$ cat src/rtl/wdt_pkg.sv
package wdt_pkg;
  localparam int unsigned REG_W    = 8;
  localparam int unsigned PS_W     = 4;
  localparam int unsigned PS_MAX   = 9;
  localparam int unsigned BIT_FLAG = 7;
  localparam int unsigned BIT_IE   = 6;
  localparam int unsigned BIT_PS3  = 5;
  localparam int unsigned BIT_CE   = 4;
  localparam int unsigned BIT_RE   = 3;

  typedef enum logic [1:0] {
    MODE_STOP,
    MODE_IRQ,
    MODE_RST,
    MODE_IRQ_RST
  } wdt_mode_e;
endpackage

$ cat src/rtl/wdt_cfg_reg.sv
module wdt_cfg_reg
  import wdt_pkg::*;
#(
  parameter int unsigned CE_CYCLES = 4
) (
  input  logic             clk_i,
  input  logic             rst_ni,
  input  logic             we_i,
  input  logic [REG_W-1:0] wdata_i,
  input  logic             rst_flag_i,
  input  logic             flag_set_i,
  input  logic             vec_ack_i,
  input  logic             combo_i,
  output logic [REG_W-1:0] rdata_o,
  output logic             ie_o,
  output logic             re_o,
  output logic             flag_o,
  output logic [PS_W-1:0]  ps_o,
  output logic             ps_chg_o
);
  localparam int unsigned CE_W = $clog2(CE_CYCLES + 1);

  logic [CE_W-1:0] ce_cnt_q;
  logic            ce_open;
  logic            re_q, re_d;
  logic            ie_q, ie_d;
  logic            flag_q, flag_d;
  logic [PS_W-1:0] ps_q;
  logic [PS_W-1:0] wr_ps;
  logic            re_eff;

  assign ce_open  = (ce_cnt_q != '0);
  assign wr_ps    = {wdata_i[BIT_PS3], wdata_i[2:0]};
  assign ps_chg_o = we_i && ce_open && (wr_ps != ps_q);
  assign re_eff   = re_q | rst_flag_i;

  always_comb begin
    re_d = re_eff;
    if (we_i) begin
      if (wdata_i[BIT_RE])                re_d = 1'b1;
      else if (ce_open && !rst_flag_i)    re_d = 1'b0;
    end
  end

  always_comb begin
    ie_d = ie_q;
    if (we_i)                 ie_d = wdata_i[BIT_IE];
    if (vec_ack_i && combo_i) ie_d = 1'b0;
  end

  always_comb begin
    flag_d = flag_q;
    if (vec_ack_i || (we_i && wdata_i[BIT_FLAG])) flag_d = 1'b0;
    if (flag_set_i)                                flag_d = 1'b1;
  end

  always_ff @(posedge clk_i or negedge rst_ni) begin
    if (!rst_ni) begin
      ce_cnt_q <= '0;
      re_q     <= 1'b0;
      ie_q     <= 1'b0;
      flag_q   <= 1'b0;
      ps_q     <= '0;
    end else begin
      if (we_i && wdata_i[BIT_CE]) ce_cnt_q <= CE_W'(CE_CYCLES);
      else if (ce_open)            ce_cnt_q <= ce_cnt_q - 1'b1;
      re_q   <= re_d;
      ie_q   <= ie_d;
      flag_q <= flag_d;
      if (ps_chg_o) ps_q <= wr_ps;
    end
  end

  assign rdata_o = {flag_q, ie_q, ps_q[3], ce_open, re_eff, ps_q[2:0]};
  assign ie_o    = ie_q;
  assign re_o    = re_eff;
  assign flag_o  = flag_q;
  assign ps_o    = ps_q;


  ps_guard_chk: assert property (@(posedge clk_i) disable iff (!rst_ni)
    !$stable(ps_q) |-> $past(ce_open));


  re_hold_chk: assert property (@(posedge clk_i) disable iff (!rst_ni)
    $fell(re_q) |-> $past(ce_open && !rst_flag_i && we_i));


  flag_ack_chk: assert property (@(posedge clk_i) disable iff (!rst_ni)
    (vec_ack_i && !flag_set_i) |=> !flag_q);
endmodule

$ cat src/rtl/wdt_timer.sv
module wdt_timer
  import wdt_pkg::*;
#(
  parameter int unsigned BASE_EXP = 11
) (
  input  logic            clk_i,
  input  logic            rst_ni,
  input  logic            tick_i,
  input  logic            run_i,
  input  logic            restart_i,
  input  logic [PS_W-1:0] ps_i,
  output logic            timeout_o
);
  localparam int unsigned CNT_W = BASE_EXP + PS_MAX + 1;
  localparam int unsigned SH_W  = $clog2(CNT_W + 1);

  logic [CNT_W-1:0] cnt_q;
  logic [CNT_W-1:0] last;
  logic [PS_W-1:0]  ps_eff;
  logic [SH_W-1:0]  shamt;

  // reserved codes fall back to the shortest period
  assign ps_eff    = (ps_i > PS_W'(PS_MAX)) ? '0 : ps_i;
  assign shamt     = SH_W'(BASE_EXP) + SH_W'(ps_eff);
  assign last      = (CNT_W'(1) << shamt) - CNT_W'(1);
  assign timeout_o = run_i && tick_i && !restart_i && (cnt_q == last);

  always_ff @(posedge clk_i or negedge rst_ni) begin
    if (!rst_ni)                    cnt_q <= '0;
    else if (restart_i || !run_i)   cnt_q <= '0;
    else if (tick_i)                cnt_q <= (cnt_q == last) ? '0 : cnt_q + 1'b1;
  end


  restart_gap_chk: assert property (@(posedge clk_i) disable iff (!rst_ni)
    restart_i |=> !timeout_o);
endmodule

$ cat src/rtl/wdt_mode_ctl.sv
module wdt_mode_ctl
  import wdt_pkg::*;
(
  input  logic clk_i,
  input  logic rst_ni,
  input  logic always_on_i,
  input  logic ie_i,
  input  logic re_i,
  input  logic flag_i,
  input  logic timeout_i,
  output logic run_o,
  output logic combo_o,
  output logic flag_set_o,
  output logic sys_rst_o
);
  wdt_mode_e mode;
  logic      rst_fire;
  logic      sys_rst_q;

  always_comb begin
    if (always_on_i) mode = MODE_RST;
    else begin
      unique case ({re_i, ie_i})
        2'b00:   mode = MODE_STOP;
        2'b01:   mode = MODE_IRQ;
        2'b10:   mode = MODE_RST;
        default: mode = MODE_IRQ_RST;
      endcase
    end
  end

  assign run_o      = (mode != MODE_STOP);
  assign combo_o    = (mode == MODE_IRQ_RST);
  assign flag_set_o = timeout_i && ((mode == MODE_IRQ) || (combo_o && !flag_i));
  // escalate when the earlier interrupt went unserviced
  assign rst_fire   = timeout_i && ((mode == MODE_RST) || (combo_o && flag_i));

  always_ff @(posedge clk_i or negedge rst_ni) begin
    if (!rst_ni) sys_rst_q <= 1'b0;
    else         sys_rst_q <= rst_fire;
  end

  assign sys_rst_o = sys_rst_q;


  rst_pulse_chk: assert property (@(posedge clk_i) disable iff (!rst_ni)
    sys_rst_q |=> !sys_rst_q);


  fuse_rst_chk: assert property (@(posedge clk_i) disable iff (!rst_ni)
    (always_on_i && timeout_i) |=> sys_rst_o);
endmodule

$ cat src/rtl/wdt_guard.sv
module wdt_guard
  import wdt_pkg::*;
#(
  parameter int unsigned BASE_EXP  = 11,
  parameter int unsigned CE_CYCLES = 4
) (
  input  logic       clk_i,
  input  logic       rst_ni,
  input  logic       tick_i,
  input  logic       reg_we_i,
  input  logic [7:0] reg_wdata_i,
  output logic [7:0] reg_rdata_o,
  input  logic       kick_i,
  input  logic       gie_i,
  input  logic       vec_ack_i,
  input  logic       always_on_i,
  input  logic       rst_flag_i,
  output logic       irq_o,
  output logic       sys_rst_o
);
  logic            ie, re, flag, ps_chg;
  logic [PS_W-1:0] ps;
  logic            run, combo, flag_set, timeout;

  wdt_cfg_reg #(.CE_CYCLES(CE_CYCLES)) u_cfg (
    .clk_i      (clk_i),
    .rst_ni     (rst_ni),
    .we_i       (reg_we_i),
    .wdata_i    (reg_wdata_i),
    .rst_flag_i (rst_flag_i),
    .flag_set_i (flag_set),
    .vec_ack_i  (vec_ack_i),
    .combo_i    (combo),
    .rdata_o    (reg_rdata_o),
    .ie_o       (ie),
    .re_o       (re),
    .flag_o     (flag),
    .ps_o       (ps),
    .ps_chg_o   (ps_chg)
  );

  wdt_timer #(.BASE_EXP(BASE_EXP)) u_timer (
    .clk_i     (clk_i),
    .rst_ni    (rst_ni),
    .tick_i    (tick_i),
    .run_i     (run),
    .restart_i (kick_i | ps_chg),
    .ps_i      (ps),
    .timeout_o (timeout)
  );

  wdt_mode_ctl u_mode (
    .clk_i       (clk_i),
    .rst_ni      (rst_ni),
    .always_on_i (always_on_i),
    .ie_i        (ie),
    .re_i        (re),
    .flag_i      (flag),
    .timeout_i   (timeout),
    .run_o       (run),
    .combo_o     (combo),
    .flag_set_o  (flag_set),
    .sys_rst_o   (sys_rst_o)
  );

  assign irq_o = flag && ie && gie_i;


  flag_src_chk: assert property (@(posedge clk_i) disable iff (!rst_ni)
    $rose(flag) |-> $past(timeout));
endmodule

$ cat config.mk
export PLATFORM = sky130hd
export DESIGN_NAME = wdt_guard
export DESIGN_NICKNAME = d
export VERILOG_FILES = /design/src/rtl/wdt_pkg.sv /design/src/rtl/wdt_cfg_reg.sv /design/src/rtl/wdt_timer.sv /design/src/rtl/wdt_mode_ctl.sv /design/src/rtl/wdt_guard.sv
export SDC_FILE = /design/constraint.sdc
export NUM_CORES = 1
export LEC_CHECK = 0
export CORE_MARGIN = 3
export CORE_UTILIZATION = 50
export DETAILED_ROUTE_END_ITERATION = 6
export DONT_BUFFER_PORTS = 1
export GPL_ROUTABILITY_DRIVEN = 0
export PLACE_DENSITY = 0.67
export SYNTH_ARGS = -nofsm -noshare
export SYNTH_HDL_FRONTEND = slang
export SYNTH_SLANG_ARGS = --single-unit
$ cat constraint.sdc
create_clock -name clk_i -period 7.71 [get_ports clk_i]
set_input_delay 1.9275 -clock clk_i [delete_from_list [all_inputs] [get_ports clk_i]]
set_output_delay 1.9275 -clock clk_i [all_outputs]
set_load 0.03 [all_outputs]
==> run_results.csv <==
group,metric,value,unit
power_and_ir_drop,power_leakage,0.00116,µW
detailed_routing,num_vias,2620,
grt,wire_length_of_the_first_global_routing_pass,12000,µm
critical_path,worst_ep_arrival_time,5.65,ns
power_and_ir_drop,p_comb_share,59.7,%
critical_path,worst_setup_path_start_kind,"flop",
synth,yosys_most_used_dff,"sky130_fd_sc_hd__dfrtp_1",
placement,dpl.hpwl,5170,µm
grt,maximum_number_of_pins_on_one_net_before_global_route_repair,33,
critical_path,critPathKind,"reg -> reg",
grt,grt_overflow,0,
sta,timing.hold.ws,0.537,ns
layout,layout.area.seq,801,µm²
synth,synth-edff-count,0,
detailed_routing,detailedRoute.firstPassIterationCount,5,
grt,number_of_global_route_vias_before_repair,2370,
synth,synthDistinctLibCells,61,
clocking,cts-buffers-inserted,5,
grt,groute.usage.overall,23.1,%
sta,layout_setup_ws,2.28,ns
sta,transition_time_at_the_pin_with_the_least_slew_margin,0.902,ns
sta,timing.fmax,184,MHz
clocking,clk_root_buffer_cell,"sky130_fd_sc_hd__clkbuf_8",
synth,yosys_register_bits,32,
power_and_ir_drop,power_per_cell_area,313,nW/µm²
critical_path,rr_startpoint,"u_cfg.ps_o[1]",
die,core_area,5570,µm²
sta,report.final.slew_viol_count,0,
power_and_ir_drop,peak_ir_drop_on_the_vdd_network,225,µV
detailed_routing,wl_cell,17.4,µm
power_and_ir_drop,power.switching_fraction,46.0,%
layout,syn_to_final_growth,2.89,%
layout,insertedDiodeCount,0,
clocking,clock-sinks,32,
placement,placement.setup.worst_slack,2.32,ns
layout,fin_util,53.5,%
synth,synth.top_cells.by_area,"sky130_fd_sc_hd__dfrtp_1, sky130_fd_sc_hd__nand2_1, sky130_fd_sc_hd__nand3_1",
clocking,cts_h_tree_depth,2,
run_status,status,"completed",
layout,final_layout_size_suffix_gt1_share,8.75,%
die,die_ar,6750,µm²
critical_path,worst_ep_required_time,7.94,ns
die,initial_utilization,52.0,%
sta,final.min_clock_period,5.43,ns
detailed_routing,drt_first_iter_violations,300,
synth,synth-seq-area-share,27.6,%
sta,finalHoldViolations,0,
placement,port_buffers,0,
synth,postSynthAreaPerCell,8.03,µm²
power_and_ir_drop,net_sw_power,429,µW
detailed_routing,routed_via_density,6.31,
critical_path,setup.worst_path.end_class,"flop",
sta,max-slew-margin-rel,39.9,%
layout,area_of_the_multi_input_gates,1900,µm²
power_and_ir_drop,sequentialPowerShare,22.8,%
synth,syn_inst,361,
flow_run,max-cap-violations,0,
die,die_width,82.2,µm
sta,setup_total_negative_slack,0,ns
clocking,cts_tree,"yes",
clocking,post-cts-setup-buffers,0,
clocking,clk_transition_reported_paths,0.07,ns
sta,final.setup_skew,0.0102,ns
clocking,worstSkewPairLatency,0.29,ns
detailed_routing,remaining_drc_errors,0,
synth,synthDominantAreaCellType,"sky130_fd_sc_hd__dfrtp_1",
clocking,postCtsResizedCells,0,
synth,synth.top_cell.area_share,27.6,%
worst_hold_path,type_of_the_most_critical_hold_path,"reg -> reg",
clocking,max-clock-path-buffers,2,
synth,synth-async-reset-ratio,100,%
synth,syn-num-nets,383,
layout,fillCellCount,531,
detailed_routing,drtAntennaViolNets,0,
detailed_routing,totalWireLength,7230,µm
sta,setup-violations-final,0,
critical_path,worst_path_maximum_fanout,28,
sta,rsz0062_at_grt,"false",
die,io_pins,27,
die,core.rowCount,27,
synth,ys.warnings.count,0,
power_and_ir_drop,p_int,503,µW
critical_path,critPathLaunch,"u_cfg.ps_o[1]",
synth,post_synth_instance_area,2900,µm²
layout,layout.nets,364,
sta,layout_worst_path_cycle_share,70.4,%
die,die_height,82.2,µm
worst_hold_path,hp-start,"u_cfg.re_q",
power_and_ir_drop,clockPowerShare,17.5,%
clocking,post_cts_hold_buffer_count,0,
grt,antenna_found_initial,0,
## power groups by stage
stage	registers [µW]	logic, µW	clock network, µW
floorplan	217	451	0
global placement	214	539	0
detailed placement	216	544	0
CTS	212	548	165
global route	217	614	173
finish	213	557	163
## final timing paths
| check | to | slack, ns | cells after the start |
|---|---|---|---|
| setup / recovery | u_timer.cnt_q[12] | 2.28 | 15 |
| hold / removal | u_cfg.re_q | 0.54 | 1 |
| setup reg to reg | u_timer.cnt_q[12] | 2.28 | 15 |
| hold reg to reg | u_cfg.re_q | 0.54 | 1 |
| max in group asynchronous | u_timer.cnt_q[16] | 6.28 | 0 |
| min in group asynchronous | u_timer.cnt_q[9] | 1.33 | 0 |
## per-layer routing
layer  routed length, µm  track usage [%]  part of all wire, %  up-vias
li1                    -                -                    -     1277
met1                3510             34.1                   49     1251
met2                3290             34.7                   46       80
met3                 294             3.36                  4.1       12
met4                 127             7.14                  1.8        0
met5                   0                0                    0        -
## synth_stat cells, types with 8 or more instances
master,n
sky130_fd_sc_hd__nor4_1,12
sky130_fd_sc_hd__nand3_1,21
sky130_fd_sc_hd__nor3_1,8
sky130_fd_sc_hd__and3_1,8
sky130_fd_sc_hd__nor2_1,23
sky130_fd_sc_hd__dfrtp_1,32
sky130_fd_sc_hd__xor2_1,9
sky130_fd_sc_hd__inv_1,14
sky130_fd_sc_hd__nand2_1,38
sky130_fd_sc_hd__clkbuf_1,17
sky130_fd_sc_hd__a21oi_1,17
sky130_fd_sc_hd__xnor2_1,11
sky130_fd_sc_hd__o21ai_0,15
sky130_fd_sc_hd__nand2b_1,9
## metrics by stage
stage,std cells,instance area [µm²],total power [µW]
3_5_place_dp,407,2880,760
5_1_grt,415,2980,1000
3_3_place_gp,407,2880,754
2_1_floorplan,361,2900,668
6_report,415,2980,933
4_1_cts,415,2980,925
## cell type report
type                       count  share of cell area (%)
multi-input combinational    285                    63.8
sequential                    32                    26.8
tap                           72                    3.02
clock buffer                   6                    2.43
inverter                      14                    1.76
clock inverter                 2                    1.17
timing repair buffer           4                    1.01
## layout by cell type, fill, tap and decap left out, types with 6 or more instances in the layout
| master | count |
|---|---|
| sky130_fd_sc_hd__a211o_1 | 6 |
| sky130_fd_sc_hd__xnor2_1 | 11 |
| sky130_fd_sc_hd__nor3_1 | 8 |
| sky130_fd_sc_hd__nor3b_1 | 6 |
| sky130_fd_sc_hd__o21ai_0 | 15 |
| sky130_fd_sc_hd__nand2b_1 | 9 |
| sky130_fd_sc_hd__a21oi_1 | 17 |
| sky130_fd_sc_hd__nand2_1 | 38 |
| sky130_fd_sc_hd__nor2_1 | 23 |
| sky130_fd_sc_hd__nand3_1 | 21 |
| sky130_fd_sc_hd__inv_1 | 14 |
| sky130_fd_sc_hd__nand3b_1 | 6 |
| sky130_fd_sc_hd__nor4_1 | 12 |
| sky130_fd_sc_hd__xor2_1 | 9 |
| sky130_fd_sc_hd__and3_1 | 8 |
| sky130_fd_sc_hd__dfrtp_1 | 32 |
| sky130_fd_sc_hd__mux2i_1 | 6 |
| sky130_fd_sc_hd__or2_2 | 7 |
## sequential cells by signal (all words and copies together), names as in the netlist
register	flops
u_timer.cnt_q	21
u_cfg.ps_o	4
u_cfg.ce_cnt_q	3
u_cfg.flag_o	1
u_cfg.ie_o	1
u_cfg.re_q	1
u_mode.sys_rst_o	1
## cells by family (layout without fill, tap and decap cells)
family | Yosys count | in the layout | share of synthesized area [%]
compound gates | 86 | 86 | 21.7
fa+ha+maj | 5 | 5 | 2.16
mux | 10 | 10 | 3.62
flops | 32 | 32 | 27.6
xor+xnor | 23 | 23 | 8.37
simple gates | 161 | 161 | 29.8
buf+inv | 44 | 26 | 6.77
## critical path: stages (launching register included)
cell                       delay, ns
sky130_fd_sc_hd__dfrtp_1        0.40
sky130_fd_sc_hd__buf_4          0.26
sky130_fd_sc_hd__nor2_1         0.49
sky130_fd_sc_hd__nor2_1         0.09
sky130_fd_sc_hd__ha_1           0.57
sky130_fd_sc_hd__or4b_1         0.68
sky130_fd_sc_hd__or2_2          0.35
sky130_fd_sc_hd__ha_1           0.31
sky130_fd_sc_hd__o221a_2        0.19
sky130_fd_sc_hd__and2_1         0.18
sky130_fd_sc_hd__and2_1         0.22
sky130_fd_sc_hd__a311oi_2       0.37
sky130_fd_sc_hd__a211oi_2       0.14
sky130_fd_sc_hd__a21oi_2        0.74
sky130_fd_sc_hd__and3_1         0.27
sky130_fd_sc_hd__a221o_1        0.10
(Power assumes the default switching activity.)
